`config.mk`:
```
export PLATFORM = sky130hd
export DESIGN_NAME = rate_bank
export DESIGN_NICKNAME = d
export VERILOG_FILES = /design/src/rtl/rate_bank_pkg.sv /design/src/rtl/rate_sync.sv /design/src/rtl/rate_chan.sv /design/src/rtl/rate_rd.sv /design/src/rtl/rate_bank.sv
export SDC_FILE = /design/constraint.sdc
export NUM_CORES = 1
export LEC_CHECK = 0
export BUFFER_PORTS_ARGS = -buffer_cell sky130_fd_sc_hd__clkbuf_2
export CORE_MARGIN = 2
export CORE_UTILIZATION = 50
export DETAILED_ROUTE_END_ITERATION = 16
export PLACE_DENSITY = 0.69
export SYNTH_ARGS = -nofsm -noshare
export SYNTH_HDL_FRONTEND = slang
export SYNTH_SLANG_ARGS = --single-unit
```
`constraint.sdc`:
```
create_clock -name clk_i -period 2 [get_ports clk_i]
set_clock_uncertainty 0.2 [all_clocks]
set_input_delay 0.1 -clock clk_i [delete_from_list [all_inputs] [get_ports clk_i]]
set_output_delay 0.1 -clock clk_i [all_outputs]
set_load 0.1 [all_outputs]
```
`src/rtl/rate_bank_pkg.sv`:
```
package rate_bank_pkg;
  localparam logic [15:0] RATE_BASE = 16'hC000;
  localparam logic [15:0] RATE_LAST = 16'hC040;

  typedef enum logic [1:0] {
    HIT_NONE = 2'd0,
    HIT_REG  = 2'd1,
    HIT_GAP  = 2'd2
  } hit_e;
endpackage

```
`src/rtl/rate_sync.sv`:
```
module rate_sync #(
  parameter int STAGES = 2
) (
  input  logic clk_i,
  input  logic rst_ni,
  input  logic d_i,
  output logic q_o
);
  logic [STAGES-1:0] st_q;

  generate
    if (STAGES == 1) begin : g_one
      always_ff @(posedge clk_i or negedge rst_ni) begin
        if (!rst_ni) st_q <= '0;
        else         st_q <= d_i;
      end
    end else begin : g_chain
      always_ff @(posedge clk_i or negedge rst_ni) begin
        if (!rst_ni) st_q <= '0;
        else         st_q <= {st_q[STAGES-2:0], d_i};
      end
    end
  endgenerate

  assign q_o = st_q[STAGES-1];
endmodule

```
`src/rtl/rate_chan.sv`:
```
module rate_chan #(
  parameter int CNT_W  = 31,
  parameter int SYNC_N = 2
) (
  input  logic             clk_i,
  input  logic             rst_ni,
  input  logic             in_i,
  output logic             lvl_o,
  output logic [CNT_W-1:0] cnt_o
);
  logic             sync_s;
  logic             lvl_q;
  logic [CNT_W-1:0] cnt_q;
  logic             rise_s;

  rate_sync #(.STAGES(SYNC_N)) u_sync (
    .clk_i (clk_i),
    .rst_ni(rst_ni),
    .d_i   (in_i),
    .q_o   (sync_s)
  );

  assign rise_s = sync_s & ~lvl_q;

  // level and count advance on the same edge so a read sees them coherent
  always_ff @(posedge clk_i or negedge rst_ni) begin
    if (!rst_ni) begin
      lvl_q <= 1'b0;
      cnt_q <= '0;
    end else begin
      lvl_q <= sync_s;
      if (rise_s) cnt_q <= cnt_q + 1'b1;
    end
  end

  assign lvl_o = lvl_q;
  assign cnt_o = cnt_q;
endmodule

```
`src/rtl/rate_rd.sv`:
```
module rate_rd
  import rate_bank_pkg::*;
#(
  parameter int NUM_CH = 8,
  parameter int DATA_W = 32,
  parameter int ADDR_W = 16,
  localparam int CNT_W = DATA_W - 1
) (
  input  logic                           clk_i,
  input  logic                           rst_ni,
  input  logic [NUM_CH-1:0]              lvl_i,
  input  logic [NUM_CH-1:0][CNT_W-1:0]   cnt_i,
  input  logic [ADDR_W-1:0]              addr_i,
  input  logic                           rd_i,
  output logic [DATA_W-1:0]              rdata_o,
  output logic                           ack_o,
  output logic                           unk_o
);
  localparam logic [ADDR_W-1:0] BASE_A = ADDR_W'(RATE_BASE);
  localparam logic [ADDR_W-1:0] LAST_A = ADDR_W'(RATE_LAST);

  hit_e              hit_s;
  logic [DATA_W-1:0] sel_s;
  logic [DATA_W-1:0] rdata_q;
  logic              ack_q;
  logic              unk_q;

  always_comb begin
    hit_s = HIT_NONE;
    sel_s = '0;
    if (rd_i && addr_i >= BASE_A && addr_i <= LAST_A) begin
      hit_s = HIT_GAP;
      for (int i = 0; i < NUM_CH; i++) begin
        if (addr_i == BASE_A + ADDR_W'(i)) begin
          hit_s = HIT_REG;
          sel_s = {lvl_i[i], cnt_i[i]};
        end
      end
    end
  end

  always_ff @(posedge clk_i or negedge rst_ni) begin
    if (!rst_ni) begin
      rdata_q <= '0;
      ack_q   <= 1'b0;
      unk_q   <= 1'b0;
    end else begin
      ack_q   <= (hit_s == HIT_REG);
      unk_q   <= (hit_s == HIT_GAP);
      rdata_q <= (hit_s == HIT_REG) ? sel_s : '0;
    end
  end

  assign rdata_o = rdata_q;
  assign ack_o   = ack_q;
  assign unk_o   = unk_q;
endmodule

```
`src/rtl/rate_bank.sv`:
```
module rate_bank #(
  parameter int NUM_CH = 8,   // 1..65, bounded by the address window
  parameter int DATA_W = 32,
  parameter int ADDR_W = 16,
  parameter int SYNC_N = 2,
  localparam int CNT_W = DATA_W - 1
) (
  input  logic              clk_i,
  input  logic              rst_ni,
  input  logic [NUM_CH-1:0] ch_i,
  input  logic [ADDR_W-1:0] addr_i,
  input  logic              rd_i,
  output logic [DATA_W-1:0] rdata_o,
  output logic              ack_o,
  output logic              unk_o
);
  logic [NUM_CH-1:0]            lvl_all;
  logic [NUM_CH-1:0][CNT_W-1:0] cnt_all;

  generate
    for (genvar g = 0; g < NUM_CH; g++) begin : g_ch
      rate_chan #(.CNT_W(CNT_W), .SYNC_N(SYNC_N)) u_chan (
        .clk_i (clk_i),
        .rst_ni(rst_ni),
        .in_i  (ch_i[g]),
        .lvl_o (lvl_all[g]),
        .cnt_o (cnt_all[g])
      );
    end
  endgenerate

  rate_rd #(.NUM_CH(NUM_CH), .DATA_W(DATA_W), .ADDR_W(ADDR_W)) u_rd (
    .clk_i  (clk_i),
    .rst_ni (rst_ni),
    .lvl_i  (lvl_all),
    .cnt_i  (cnt_all),
    .addr_i (addr_i),
    .rd_i   (rd_i),
    .rdata_o(rdata_o),
    .ack_o  (ack_o),
    .unk_o  (unk_o)
  );
endmodule

```
==> results.tsv <==
stage	metric	value	unit
place	number of instances in the placed design	1914	
synth	EDFF count, synth	0	
synth	Area contributors post-synth	dfrtp_1 (52%), xnor2_1 (10%), xor2_1 (3.8%)	
synth	Yosys reg bits	306	
cts	clock slew at reported path FFs	60	ps
worst_setup_path	Crit Path Class	input pin to register	
cells_and_area	Fill cells	2436	
timing	worst slew pin tran	555.3	ps
place	input/output buffers	60	
timing	final setup fails	0	
place	routability cong.	0.8884	
cells_and_area	Final nets	1621	
worst_setup_path	FF-to-FF setup slack	70	ps
synth	Synth Cell Area	14850	um2
die	Initial Utilization	50.39	%
power_and_ir_drop	Net Sw Frac	25.93	%
synth	FFs w/ async S/R, synth	100.0	%
synth	synth unique cells	52	
cells_and_area	Post-Layout Cell Count	2000	
detailed_routing	routed via count	11450	
cts	maximum root-to-sink buffer count	3	
timing	fmax	506.7	MHz
timing	Worst slew margin	63.14	%
synth	Synth area leader	dfrtp_1	
die	full die area	31100	um2
worst_setup_path	reg2reg end	g_ch[2].u_chan.cnt_o[30]	
global_route	GRT Util Overall	25.28	%
die	Core ar.	29480	um2
detailed_routing	residual DRC count	0	
cells_and_area	fraction of layout cells with a size suffix above 1	22.24	%
cells_and_area	n_diodes	0	
worst_setup_path	CP endpoint kind	register	
global_route	first-pass GRT wire length	62210	um
power_and_ir_drop	Net Sw Power	3951	uW
hold_path	HP Class	input pin to register	
worst_setup_path	worst endpoint required time	2190	ps
place	DPL Wire Length	27870	um
power_and_ir_drop	cell-internal power	11290	uW
status	status	finished, final reports clean	
power_and_ir_drop	P_leak	0.008183	uW
power_and_ir_drop	logic gate share of total power	13.2	%
worst_setup_path	FF-to-FF path depth	6	
worst_setup_path	crit start category	input pin	
global_route	initial antenna violation count	0	
synth	Post-Syn Nets	1399	
die	chip height	176.4	um
die	row cnt	63	
power_and_ir_drop	clock share of power	40.0	%
detailed_routing	Iter 0 DRT Violations	778	
hold_path	Hold Startpoint	ch_i[2]	
worst_setup_path	Critical Path AT	2160	ps
worst_setup_path	crit path max fanout	3	
synth	sequential element share of the synthesized area	51.55	%
synth	Post-Syn Instances	1364	
detailed_routing	Vias/cell	5.726	
power_and_ir_drop	worst-case vdd ir drop	690.7	uV
detailed_routing	average wire per standard cell	19.08	um
detailed_routing	Pre-antenna DRT Iters	5	
timing	final hold viol count	0	
timing	TNS Setup	0	ps
synth	Synth top area share	51.55	%
timing	fin crit period	1974	ps
synth	Synth Area per Inst	10.89	um2
power_and_ir_drop	PD cells	835.5	nW/um2
cts	CTS tree	built	
worst_setup_path	Worst Setup SP	rd_i	
die	top-level I/O count	61	
timing	Final Slew Violations	0	
cts	Clock Root Buffer	clkbuf_16	
cells_and_area	area delta synth->final	22.81	%
cts	H-tree depth	2	
detailed_routing	Routed Wire Length	38160	um
run	max cap viols	0	
hold_path	Worst Hold Endpoint	g_ch[2].u_chan.u_sync.st_q[0]	
cts	TritonCTS Buffers	35	
power_and_ir_drop	Reg power frac	46.8	%
synth	Main synth FF type	dfrtp_1	
global_route	gr ovfl total	0	
timing	RSZ-0062 raised after global routing	true	
synth	Synth Warn #	0	
global_route	largest net degree at the start of global routing	58	
worst_setup_path	Worst R2R Start	g_ch[2].u_chan.cnt_o[11]	
timing	Final period util	98.68	%
detailed_routing	Post-DRT Antenna Nets	0	
global_route	vias in the first global route	11630	
hold_path	Hold Path Depth	2	
die	Die X	176.4	um
cts	CTS Sinks	306	
cts	later-pin clock latency in the skew report	510	ps
==> repair_timing <==
item,4_1_cts,5_1_grt
pin swaps,1,10
hold buffers,20,0
setup buffers,1,4
gates resized for setup,1,32
gates cloned,0,0
hold endpoints to repair,319,0
setup endpoints to repair,3,48
==> power by group through the flow <==
stage                     Clock (uW)  Sequential [uW]  Combinational (uW)
after floorplan                    0             7190                1020
after global placement             0             7210                1880
after detailed placement           0             7220                1950
after CTS                       6210             7120                1980
after global routing            6480             7200                2240
final                           6090             7130                2020
==> synth_stat cells (4+ instances only) <==
| cell | count |
|---|---|
| o31ai_1 | 6 |
| a31oi_1 | 9 |
| nand3b_1 | 4 |
| and4_1 | 29 |
| mux2_2 | 29 |
| nor3_1 | 34 |
| nor2_1 | 71 |
| xnor2_1 | 176 |
| clkbuf_1 | 33 |
| and3_1 | 33 |
| ha_1 | 8 |
| buf_2 | 20 |
| a32o_1 | 29 |
| dfrtp_1 | 306 |
| xor2_1 | 64 |
| or3_1 | 20 |
| nor4_1 | 7 |
| nand2b_1 | 7 |
| a21oi_1 | 17 |
| nor4_2 | 4 |
| or2_2 | 4 |
| a211oi_1 | 6 |
| nor2b_1 | 20 |
| nand4_1 | 64 |
| inv_1 | 14 |
| and2_1 | 14 |
| o22ai_1 | 31 |
| mux2i_1 | 41 |
| o221ai_1 | 22 |
| nand2_1 | 104 |
| nand3_1 | 103 |
| o21ai_0 | 5 |
==> cell families after synthesis <==
logic type / count (synthesis) / share of synthesized area, %
multiplexers: 72 / 5.264
flip-flops: 306 / 51.55
adder cells (fa/ha/maj): 8 / 0.6739
AND/OR/NAND/NOR: 532 / 19.30
XOR/XNOR: 240 / 14.15
buffers and inverters: 74 / 2.241
AO/OA/AOI/OAI: 132 / 6.823
==> area by class of cell <==
type	count	area (um2)	area share [%]
Sequential cell	306	7659	41.98
Multi-Input combinational cell	984	7007	38.41
Timing Repair Buffer	245	1941	10.64
Clock buffer	53	1056	5.789
Tap cell	390	488.0	2.675
Inverter	14	52.55	0.2881
Clock inverter	8	40.04	0.2195
==> layout by cell type, fill, tap and decap left out, types with 9 or more instances in the layout <==
cell type / n
clkbuf_2: 59
nor3_1: 23
nor3_2: 13
mux2i_1: 41
o221ai_1: 22
buf_4: 149
o22ai_1: 31
clkbuf_16: 37
dfrtp_1: 305
and4_1: 26
and3_1: 33
xor2_1: 64
a21oi_1: 17
nor2b_1: 18
nand3_1: 102
clkbuf_1: 9
or3_1: 19
dlygate4sd3_1: 20
mux2_2: 29
a32o_1: 27
a31oi_1: 9
inv_1: 14
buf_12: 15
nand2_1: 104
and2_1: 13
nor2_1: 68
xnor2_1: 175
nand4_1: 64
==> metal layers <==
metal	GRT usage [%]	up-vias	part of all wire, %
met3	3.402	63	5.0
met5	0	-	0
met1	34.79	5763	43
met2	42.63	279	50
li1	-	5347	-
met4	6.164	0	2.3
==> through the flow <==
stage	hold WS (ps)	util, %	setup WS, ps	total power [uW]	instance area [um2]
after floorplan	-395.6	-	69.01	8211	14850
after global placement	-123.9	56.88	-66.94	9092	16770
after detailed placement	-123.2	56.88	-99.16	9169	16770
after CTS	21.81	61.32	7.419	15310	18080
after global routing	33.53	61.88	-43.87	15920	18240
final	42.59	61.88	26.37	15240	18240
==> critical path, stage by stage <==
cell,delay [ps]
dlygate4sd3_1,530
clkbuf_2,100
and2_1,160
dlygate4sd3_1,570
and2_1,150
dlygate4sd3_1,550
==> worst max path at each step <==
stage / end / cells past startpoint / slack [ps]
floorplan: g_ch[4].u_chan.cnt_o[27] / 6 / 70
global placement: u_rd.rdata_o[16] / 8 / -70
global route: g_ch[4].u_chan.cnt_o[30] / 7 / -40
detailed placement: u_rd.rdata_o[16] / 8 / -100
CTS: g_ch[3].u_chan.cnt_o[20] / 6 / 7
finish: u_rd.ack_o / 6 / 30
==> flip-flops by register name, summed over array words and instances, names as in the netlist <==
name / count
g_ch.u_chan.cnt_o: 248
u_rd.rdata_o: 32
g_ch.u_chan.u_sync.st_q: 16
g_ch.u_chan.lvl_o: 8
u_rd.ack_o: 1
u_rd.unk_o: 1
(Power assumes the default switching activity.)
